[config.mk]
export PLATFORM = sky130hd
export DESIGN_NAME = cwir_top
export DESIGN_NICKNAME = d
export VERILOG_FILES = /design/src/rtl/cwir_pkg.sv /design/src/rtl/cwir_shift_stage.sv /design/src/rtl/cwir_bypass_bit.sv /design/src/rtl/cwir_mode_fsm.sv /design/src/rtl/cwir_top.sv
export SDC_FILE = /design/constraint.sdc
export NUM_CORES = 1
export LEC_CHECK = 0
export ABC_CLOCK_PERIOD_IN_PS = 2100
export BUFFER_PORTS_ARGS = -buffer_cell sky130_fd_sc_hd__buf_4
export CAP_MARGIN = 40
export CORE_AREA = 2 2 39 41
export DETAILED_ROUTE_END_ITERATION = 16
export DIE_AREA = 0 0 41 43
export MAX_ROUTING_LAYER = met4
export PLACE_DENSITY_LB_ADDON = 0.25
export SLEW_MARGIN = 15
export SYNTH_ARGS = -nofsm -noshare
export SYNTH_HDL_FRONTEND = slang
export SYNTH_SLANG_ARGS = --single-unit
[constraint.sdc]
create_clock -name wr_clk -period 2.1 [get_ports wr_clk]
set_input_delay 0.315 -clock wr_clk [delete_from_list [all_inputs] [get_ports wr_clk]]
set_output_delay 0.315 -clock wr_clk [all_outputs]
set_load 0.05 [all_outputs]
[src/rtl/cwir_pkg.sv]
package cwir_pkg;

    localparam int unsigned OPC_W_DEF = 4;

    localparam logic [3:0] OPC_FUNC   = 4'b0000;
    localparam logic [3:0] OPC_BYPASS = 4'b0001;
    localparam logic [3:0] OPC_INTEST = 4'b0010;
    localparam logic [3:0] OPC_EXTEST = 4'b0011;
    localparam logic [3:0] OPC_SNOOP  = 4'b1101;
    localparam logic [3:0] OPC_SIGOUT = 4'b1110;

    typedef enum logic [2:0] {
        MODE_FUNC,
        MODE_BYPASS,
        MODE_INTEST,
        MODE_EXTEST,
        MODE_SNOOP,
        MODE_SIGOUT
    } wmode_e;

    typedef struct packed {
        logic scan_en;
        logic hold_en;
        logic bnd_shift;
        logic snoop;
        logic sig_out;
        logic byp;
        logic intest;
        logic extest;
    } wctl_t;

endpackage

[src/rtl/cwir_shift_stage.sv]
module cwir_shift_stage
    import cwir_pkg::*;
#(
    parameter int unsigned W = OPC_W_DEF
) (
    input  logic         clk,
    input  logic         rst_n,
    input  logic         sel,
    input  logic         shift,
    input  logic         capture,
    input  logic         si,
    input  logic [W-1:0] cap_val,
    output logic [W-1:0] q
);

    logic [W-1:0] q_d;

    always_comb begin
        q_d = q;
        if (sel && shift) begin
            q_d = {si, q[W-1:1]};
        end else if (sel && capture) begin
            q_d = cap_val;
        end
    end

    always_ff @(posedge clk or negedge rst_n) begin
        if (!rst_n) begin
            q <= '0;
        end else begin
            q <= q_d;
        end
    end


    shift_in_chk: assert property (@(posedge clk) disable iff (!rst_n)
        (sel && shift) |=> (q == {$past(si), $past(q[W-1:1])}));


    shift_hold_chk: assert property (@(posedge clk) disable iff (!rst_n)
        (!sel || (!shift && !capture)) |=> $stable(q));


    capture_load_chk: assert property (@(posedge clk) disable iff (!rst_n)
        (sel && capture && !shift) |=> (q == $past(cap_val)));

endmodule

[src/rtl/cwir_bypass_bit.sv]
module cwir_bypass_bit (
    input  logic clk,
    input  logic rst_n,
    input  logic sel,
    input  logic shift,
    input  logic capture,
    input  logic si,
    output logic q
);

    logic q_d;

    always_comb begin
        q_d = q;
        if (!sel && shift) begin
            q_d = si;
        end else if (!sel && capture) begin
            q_d = 1'b0;
        end
    end

    always_ff @(posedge clk or negedge rst_n) begin
        if (!rst_n) begin
            q <= 1'b0;
        end else begin
            q <= q_d;
        end
    end


    byp_shift_chk: assert property (@(posedge clk) disable iff (!rst_n)
        (!sel && shift) |=> (q == $past(si)));


    byp_capture_chk: assert property (@(posedge clk) disable iff (!rst_n)
        (!sel && capture && !shift) |=> (q == 1'b0));

endmodule

[src/rtl/cwir_mode_fsm.sv]
module cwir_mode_fsm
    import cwir_pkg::*;
#(
    parameter int unsigned W = OPC_W_DEF
) (
    input  logic         clk,
    input  logic         rst_n,
    input  logic         load,
    input  logic [W-1:0] opc_in,
    output logic [W-1:0] opc_act,
    output wctl_t        ctl
);

    localparam logic [W-1:0] K_FUNC   = W'(OPC_FUNC);
    localparam logic [W-1:0] K_BYPASS = W'(OPC_BYPASS);
    localparam logic [W-1:0] K_INTEST = W'(OPC_INTEST);
    localparam logic [W-1:0] K_EXTEST = W'(OPC_EXTEST);
    localparam logic [W-1:0] K_SNOOP  = W'(OPC_SNOOP);
    localparam logic [W-1:0] K_SIGOUT = W'(OPC_SIGOUT);

    wmode_e mode_q;
    wmode_e mode_d;
    wmode_e mode_dec;

    always_comb begin
        mode_dec = MODE_FUNC;
        unique case (opc_in)
            K_BYPASS: mode_dec = MODE_BYPASS;
            K_INTEST: mode_dec = MODE_INTEST;
            K_EXTEST: mode_dec = MODE_EXTEST;
            K_SNOOP:  mode_dec = MODE_SNOOP;
            K_SIGOUT: mode_dec = MODE_SIGOUT;
            default:  mode_dec = MODE_FUNC;
        endcase
    end

    always_comb begin
        mode_d = mode_q;
        if (load) begin
            mode_d = mode_dec;
        end
    end

    always_ff @(posedge clk or negedge rst_n) begin
        if (!rst_n) begin
            mode_q <= MODE_FUNC;
        end else begin
            mode_q <= mode_d;
        end
    end

    always_comb begin
        ctl     = '0;
        opc_act = K_FUNC;
        unique case (mode_q)
            MODE_FUNC: begin
                opc_act = K_FUNC;
            end
            MODE_BYPASS: begin
                opc_act  = K_BYPASS;
                ctl.byp  = 1'b1;
            end
            MODE_INTEST: begin
                opc_act       = K_INTEST;
                ctl.intest    = 1'b1;
                ctl.hold_en   = 1'b1;
                ctl.bnd_shift = 1'b1;
                ctl.scan_en   = 1'b1;
            end
            MODE_EXTEST: begin
                opc_act       = K_EXTEST;
                ctl.extest    = 1'b1;
                ctl.hold_en   = 1'b1;
                ctl.bnd_shift = 1'b1;
            end
            MODE_SNOOP: begin
                opc_act   = K_SNOOP;
                ctl.snoop = 1'b1;
            end
            MODE_SIGOUT: begin
                opc_act     = K_SIGOUT;
                ctl.sig_out = 1'b1;
            end
            default: begin
                opc_act = K_FUNC;
                ctl     = '0;
            end
        endcase
    end


    mode_stable_chk: assert property (@(posedge clk) disable iff (!rst_n)
        !load |=> $stable(ctl));


    reset_func_chk: assert property (@(posedge clk)
        !rst_n |=> (ctl == '0));


    snoop_lines_chk: assert property (@(posedge clk) disable iff (!rst_n)
        (load && opc_in == K_SNOOP) |=>
        (ctl.snoop && !ctl.scan_en && !ctl.hold_en && !ctl.bnd_shift && !ctl.sig_out));


    sigout_line_chk: assert property (@(posedge clk) disable iff (!rst_n)
        (load && opc_in == K_SIGOUT) |=> ctl.sig_out);


    mode_onehot_chk: assert property (@(posedge clk) disable iff (!rst_n)
        $onehot0({ctl.byp, ctl.intest, ctl.extest, ctl.snoop, ctl.sig_out}));

endmodule

[src/rtl/cwir_top.sv]
module cwir_top
    import cwir_pkg::*;
#(
    parameter int unsigned OPC_W = OPC_W_DEF
) (
    input  logic wr_clk,
    input  logic wr_rst_n,
    input  logic cap_strb,
    input  logic sel_instr,
    input  logic shift_strb,
    input  logic upd_strb,
    input  logic ser_in,
    output logic ser_out,
    output logic core_scan_en,
    output logic cell_hold_en,
    output logic cell_shift_en,
    output logic snoop_en,
    output logic sig_unload,
    output logic bypass_mode,
    output logic intest_mode,
    output logic extest_mode
);

    logic [OPC_W-1:0] sr_q;
    logic [OPC_W-1:0] opc_act;
    logic             byp_q;
    logic             upd_load;
    wctl_t            ctl;

    assign upd_load = sel_instr && upd_strb;

    cwir_shift_stage #(.W(OPC_W)) u_shift (
        .clk     (wr_clk),
        .rst_n   (wr_rst_n),
        .sel     (sel_instr),
        .shift   (shift_strb),
        .capture (cap_strb),
        .si      (ser_in),
        .cap_val (opc_act),
        .q       (sr_q)
    );

    cwir_mode_fsm #(.W(OPC_W)) u_mode (
        .clk     (wr_clk),
        .rst_n   (wr_rst_n),
        .load    (upd_load),
        .opc_in  (sr_q),
        .opc_act (opc_act),
        .ctl     (ctl)
    );

    cwir_bypass_bit u_byp (
        .clk     (wr_clk),
        .rst_n   (wr_rst_n),
        .sel     (sel_instr),
        .shift   (shift_strb),
        .capture (cap_strb),
        .si      (ser_in),
        .q       (byp_q)
    );

    assign ser_out       = sel_instr ? sr_q[0] : byp_q;
    assign core_scan_en  = ctl.scan_en;
    assign cell_hold_en  = ctl.hold_en;
    assign cell_shift_en = ctl.bnd_shift;
    assign snoop_en      = ctl.snoop;
    assign sig_unload    = ctl.sig_out;
    assign bypass_mode   = ctl.byp;
    assign intest_mode   = ctl.intest;
    assign extest_mode   = ctl.extest;


    upd_ignored_chk: assert property (@(posedge wr_clk) disable iff (!wr_rst_n)
        (upd_strb && !sel_instr) |=> $stable(opc_act));

endmodule

==> results.toml, run 1 <==
[layout]
final_cells = 88
drive_above_1_share_pct = 29.2
layout.nets = 83
multi_input_area_um2 = 278
area_growth_pct = 30.0
final_area_um2 = 651
n_antenna_cell = 0
seq_area_um2 = 200
fin_util_pct = 47.0
fillers = 135

[yosys]
yosysSeqAreaShare_pct = 40.0
syn_avg_cell_area_um2 = 8.94
synth_fa_ha_area_share_pct = 5.00
syn-cell-area_um2 = 500
synth-seq-cells = 8
synth-xor-area-share_pct = 1.75
async_reset_ff_share_pct = 100
synth_compound_area_share_pct = 21.7
synthMuxAreaShare_pct = 2.25
synth-main-ff-cell = "dfrtp_1"
synth_top_family_by_area = "simple AND/OR/NAND/NOR gates"
synth_edf_count = 0
synth_cell_types = 25
yosys.area_share.simple_pct = 23.8
ys_warn_count = 0
syn-num-nets = 65
syn-instance-count = 56

[clock_network]
numCtsBuffers = 3
cts_htree_levels = 1
cts_tree = "yes"
clk_pin_slew_ps = 50
insertion_delay_ps = 260
clockRootBuffer = "clkbuf_4"
cts_setup_buffers = 0
cts_resized = 0
clockBufferDepth = 2
numClockSinks = 8

[detailed_routing]
viasPerCell = 5.14
finalWirelength_mm = 1.07
drc = 0
drt_iter0_markers = 7
drt_pass1_iterations = 4
via_count = 452
wl_per_cell_um = 12.2
ant_nets = 0

[die]
die_height_um = 43
dieArea_um2 = 1760
core_area_um2 = 1380
fp.dieW_um = 41
start_util_pct = 36.2
rows = 14
io_pins = 16

[grt]
grt_pass1_vias = 402
grt_pass1_wl_mm = 1.76
grt_max_degree = 11
track_usage_pct = 15.4
grt.overflow.total = 0
grt_antenna_before_repair = 0

[sta]
slew_viol_final = 0
hold_viol_final = 0
setup_ws_ps = 465
rsz0062_at_grt = "no"
clock_skew_ps = 4.15
hold_ws_ps = 330
setup_violations = 0
fin_tns_setup_ps = 0
tightest_slew_ps = 287
period_needed_ps = 1630
period_share_pct = 77.8
maxSlewHeadroom_pct = 80.7
max_freq_mhz = 612

[worst_setup_path]
worstPathRequired_ps = 2290
critPathBufInv = 1
crit_path_cell_trace = "inv_1, ha_1, or3b_1, a21oi_1, o311a_1"
r2r_setup_slack_ps = 470
r2r-start = "u_mode.mode_q[1]"
crit_path_top_delay_cell = "dfrtp_1"
crit_arrival_ps = 1830
worst_setup_path_end_kind = "register"
crit_path_end = "u_shift.q[0]"
cp-startpoint = "u_mode.mode_q[1]"
critPathMaxFanout = 8
critical_path_class = "register to register"
cp.depth = 5
path_delay_family = "flip-flops"
r2r_cells = 5
startpoint_type = "register"
reg2reg_to = "u_shift.q[0]"
max_stage_delay_ps = 470

[placed_design]
dpl_worst_slack_ps = 475
dp_hpwl_um = 785
io_buffers = 15
dp.cells = 84
place_congestion = 0.773
post_dp_cell_area_um2 = 618

[power_and_ir_drop]
power_mw = 0.503
p_leak_nw = 0.303
p_per_area_nw_per_um2 = 774
ir_drop_mv = 0.457

[min_path]
hold_path_class = "primary input to register"

[status]
status = "complete, no violations"

[run]
cap_violations = 0
[how the worst min path moves through the flow]
stage | startpoint | to | slack (ps) | cells after the start
6_report | sel_instr | u_byp.q | 330 | 2
5_1_grt | sel_instr | u_byp.q | 350 | 2
3_3_place_gp | wr_rst_n | u_shift.q[2] | 140 | 1
4_1_cts | sel_instr | u_byp.q | 330 | 2
3_5_place_dp | wr_rst_n | u_shift.q[2] | 140 | 1
2_1_floorplan | wr_rst_n | u_byp.q | 20 | 0
[per-layer routing]
metal	global-route usage, %	vias up	routed length, um
met1	22.3	213	511
met4	2.00	0	0
met2	18.8	7	504
met5	-	-	0
met3	9.42	0	54
li1	-	232	-
[Yosys cell counts, types with 2 or more instances]
cell / instances / share of area [%]
nor3_1: 2 / 2.0
nor2_1: 6 / 4.5
o21ai_0: 5 / 5.0
a22o_1: 4 / 7.0
buf_4: 2 / 3.0
nand2b_1: 2 / 2.5
a21oi_1: 2 / 2.0
ha_1: 2 / 5.0
inv_1: 2 / 1.5
dfrtp_1: 8 / 40
nand2_1: 7 / 5.3
[worst reg2reg max path: stages, from the launching register on]
cell     delay (ps)
dfrtp_1         470
inv_1           120
ha_1            330
or3b_1          350
a21oi_1         150
o311a_1         150
[power by group]
part           leakage, nW  total [mW]  internal, mW  switching (mW)
Clock               0.0138       0.120        0.0656          0.0549
Sequential           0.104       0.202         0.174          0.0285
Combinational        0.184       0.181        0.0685           0.112
Total                0.303       0.503         0.308           0.196
[kinds of logic after synthesis]
| logic type | Yosys count |
|---|---|
| AO/OA/AOI/OAI | 16 |
| XOR/XNOR | 1 |
| adder cells (fa/ha/maj) | 2 |
| buffers and inverters | 5 |
| flip-flops | 8 |
| multiplexers | 1 |
| AND/OR/NAND/NOR | 23 |
[final cells by class]
class                           count  share of cell area (%)
Clock buffer                        3                    3.46
Inverter                            2                    1.15
Multi-Input combinational cell     43                    42.7
Sequential cell                     8                    30.8
Tap cell                           16                    3.08
Timing Repair Buffer               16                    18.8
[repair_timing]
| action | 4_1_cts | 5_1_grt |
|---|---|---|
| hold endpoints to repair | 8 | 0 |
| hold buffers | 1 | 0 |
| endpoints found under the setup margin | 0 | 0 |
[sequential cells by signal, indices dropped and copies added, names as in the netlist]
| name | cells |
|---|---|
| u_shift.q | 4 |
| u_mode.mode_q | 3 |
| u_byp.q | 1 |
[cell usage in the layout (no fill, tap or decap), types with 3 or more instances in the layout]
| cell type | synthesis | final |
|---|---|---|
| a22o_1 | 4 | 4 |
| buf_4 | 2 | 15 |
| clkbuf_4 | 0 | 3 |
| dfrtp_1 | 8 | 8 |
| nand2_1 | 7 | 7 |
| nor2_1 | 6 | 6 |
| o21ai_0 | 5 | 5 |
Power figures use the tool's default switching activity.
==> run 2, diff against run 1 <==
Settings changed: ABC_AREA set to 1, ABC_CLOCK_PERIOD_IN_PS 2100 to 1500.
Clock period 2.1 ns to 1.5 ns, I/O delays scaled along.
==> run 2 against run 1 <==
Worst setup slack got worse by 380 ps. Via count rose by 8.0%. Final cell count rose by 16%. Non-clock buffer count did not move. Sequential share of layout area rose by 0.24 points. Highest routed layer is now met4.
==> results.toml, run 2 <==
[sta]
tightest_slew_ps = 211
slew_viol_final = 0
maxSlewHeadroom_pct = 85.9
max_freq_mhz = 706
setup_ws_ps = 83.4
hold_viol_final = 0
fin_tns_setup_ps = 0
rsz0062_at_grt = "no"
period_needed_ps = 1420
hold_ws_ps = 227
clock_skew_ps = 3.10
period_share_pct = 94.4
setup_violations = 0

[grt]
grt_pass1_vias = 437
grt.overflow.total = 0
grt_antenna_before_repair = 0
grt_pass1_wl_mm = 1.84
track_usage_pct = 16.2
grt_max_degree = 9

[detailed_routing]
finalWirelength_mm = 1.02
wl_per_cell_um = 9.98
drc = 0
drt_iter0_markers = 11
viasPerCell = 4.78
drt_pass1_iterations = 4
ant_nets = 0
via_count = 488

[yosys]
synth_edf_count = 0
async_reset_ff_share_pct = 100
synth_common_cells = "nand2_1, nand3_1, dfrtp_1, nor2_1"
syn_avg_cell_area_um2 = 7.11
yosysSeqAreaShare_pct = 40.8
synth_most_common_cell = "nand2_1"
ys_warn_count = 0
ys_top_cells_by_area = "dfrtp_1, nand2_1, nand3_1"
synth-main-ff-cell = "dfrtp_1"
syn-num-nets = 78
yosysTopAreaCell = "dfrtp_1"
syn-cell-area_um2 = 490
yosys.area.top_type_share_pct = 40.8
synth-seq-cells = 8
syn-instance-count = 69
synth_cell_types = 15

[layout]
final_common_cell = "buf_4"
n_antenna_cell = 0
area_growth_pct = 31.6
layout.nets = 97
final_area_um2 = 646
regMostFlops = "u_shift.q"
drive_above_1_share_pct = 27.9
largest_reg_flops = 4
final_cells = 102
reg.largest.list = "u_shift.q x4, u_mode.mode_q x3, u_byp.q x1"
mostFrequentLayoutCells = "buf_4, nand2_1, nand3_1"
fin_util_pct = 46.7

[clock_network]
clockRootBuffer = "clkbuf_4"
cts_tree = "yes"
cts_setup_buffers = 0
cts_htree_levels = 1
clk_pin_slew_ps = 50
numCtsBuffers = 3
insertion_delay_ps = 240
numClockSinks = 8
clockBufferDepth = 2

[die]
start_util_pct = 35.4
dieArea_um2 = 1760
core_area_um2 = 1380
io_pins = 16
die_height_um = 43
rows = 14
fp.dieW_um = 41

[power_and_ir_drop]
p_per_area_nw_per_um2 = 1300
ir_drop_mv = 0.568
power_mw = 0.836
p_leak_nw = 0.350

[placed_design]
dpl_worst_slack_ps = 349
dp_hpwl_um = 824
post_dp_cell_area_um2 = 613
io_buffers = 15
dp.cells = 98
place_congestion = 0.716

[worst_setup_path]
crit_arrival_ps = 1190
worstPathRequired_ps = 1270
critical_path_class = "register to primary output"
startpoint_type = "register"
worst_setup_path_end_kind = "primary output"
critPathMaxFanout = 5

[status]
status = "complete, no violations"

[run]
cap_violations = 0

[min_path]
hold_path_class = "primary input to register"
[run 2: cell count changes after synthesis, sizes merged, moves of 2 or more]
cell    previous run  this run
a21oi              2         6
a22o               4         0
a31oi              0         2
inv                2        10
nand2              7        14
nand2b             2         0
nand3              1         9
nor2               6         8
[run 2: cell type report]
type | instances | area, um2
flip-flops and latches | 8 | 200
clock buffers | 3 | 22.5
repair buffers | 16 | 123
well taps | 16 | 20.0
inverters | 11 | 41.3
multi-input cells | 48 | 239
fillers | 154 | 738
[run 2: what timing repair did]
action                    4_1_cts  5_1_grt
hold buffers                    1        0
resized for setup               0        0
hold endpoints to repair        8        0
[run 2: kinds of logic (layout without fill, tap and decap cells)]
| family | after synthesis | count (layout) | share of synthesized area (%) |
|---|---|---|---|
| AND/OR/NAND/NOR | 32 | 32 | 27.0 |
| buffers and inverters | 13 | 30 | 11.5 |
| AO/OA/AOI/OAI | 14 | 14 | 15.6 |
| adder cells (fa/ha/maj) | 2 | 2 | 5.10 |
| flip-flops | 8 | 8 | 40.8 |
[run 2: report_power, final]
part | internal (mW) | switching, mW
clock network | 0.0910 | 0.0648
registers | 0.256 | 0.0486
logic | 0.121 | 0.255
total | 0.468 | 0.368
[run 2: final timing paths]
path                            slack, ps              from                to  cells after the start
worst max-delay path                   80  u_mode.mode_q[2]      cell_hold_en                      3
worst min-delay path                  230            ser_in           u_byp.q                      3
worst max register to register        360  u_mode.mode_q[2]      u_shift.q[1]                      6
worst min register to register        470           u_byp.q           u_byp.q                      2
max in group asynchronous            1040          wr_rst_n           u_byp.q                      2
min in group asynchronous             330          wr_rst_n  u_mode.mode_q[0]                      2
[run 2: layer usage]
layer  global-route usage (%)  routed length, um  vias to the layer above
li1                         -                  -                      258
met1                     18.8                434                      217
met2                     24.4                512                       11
met3                     7.85                 58                        2
met4                     4.00                 13                        0
met5                        -                  0                        -
[run 2: worst max-delay path, stage by stage, from the launching register on]
cell     delay [ps]
dfrtp_1         440
inv_2           110
ha_1            180
buf_4           210
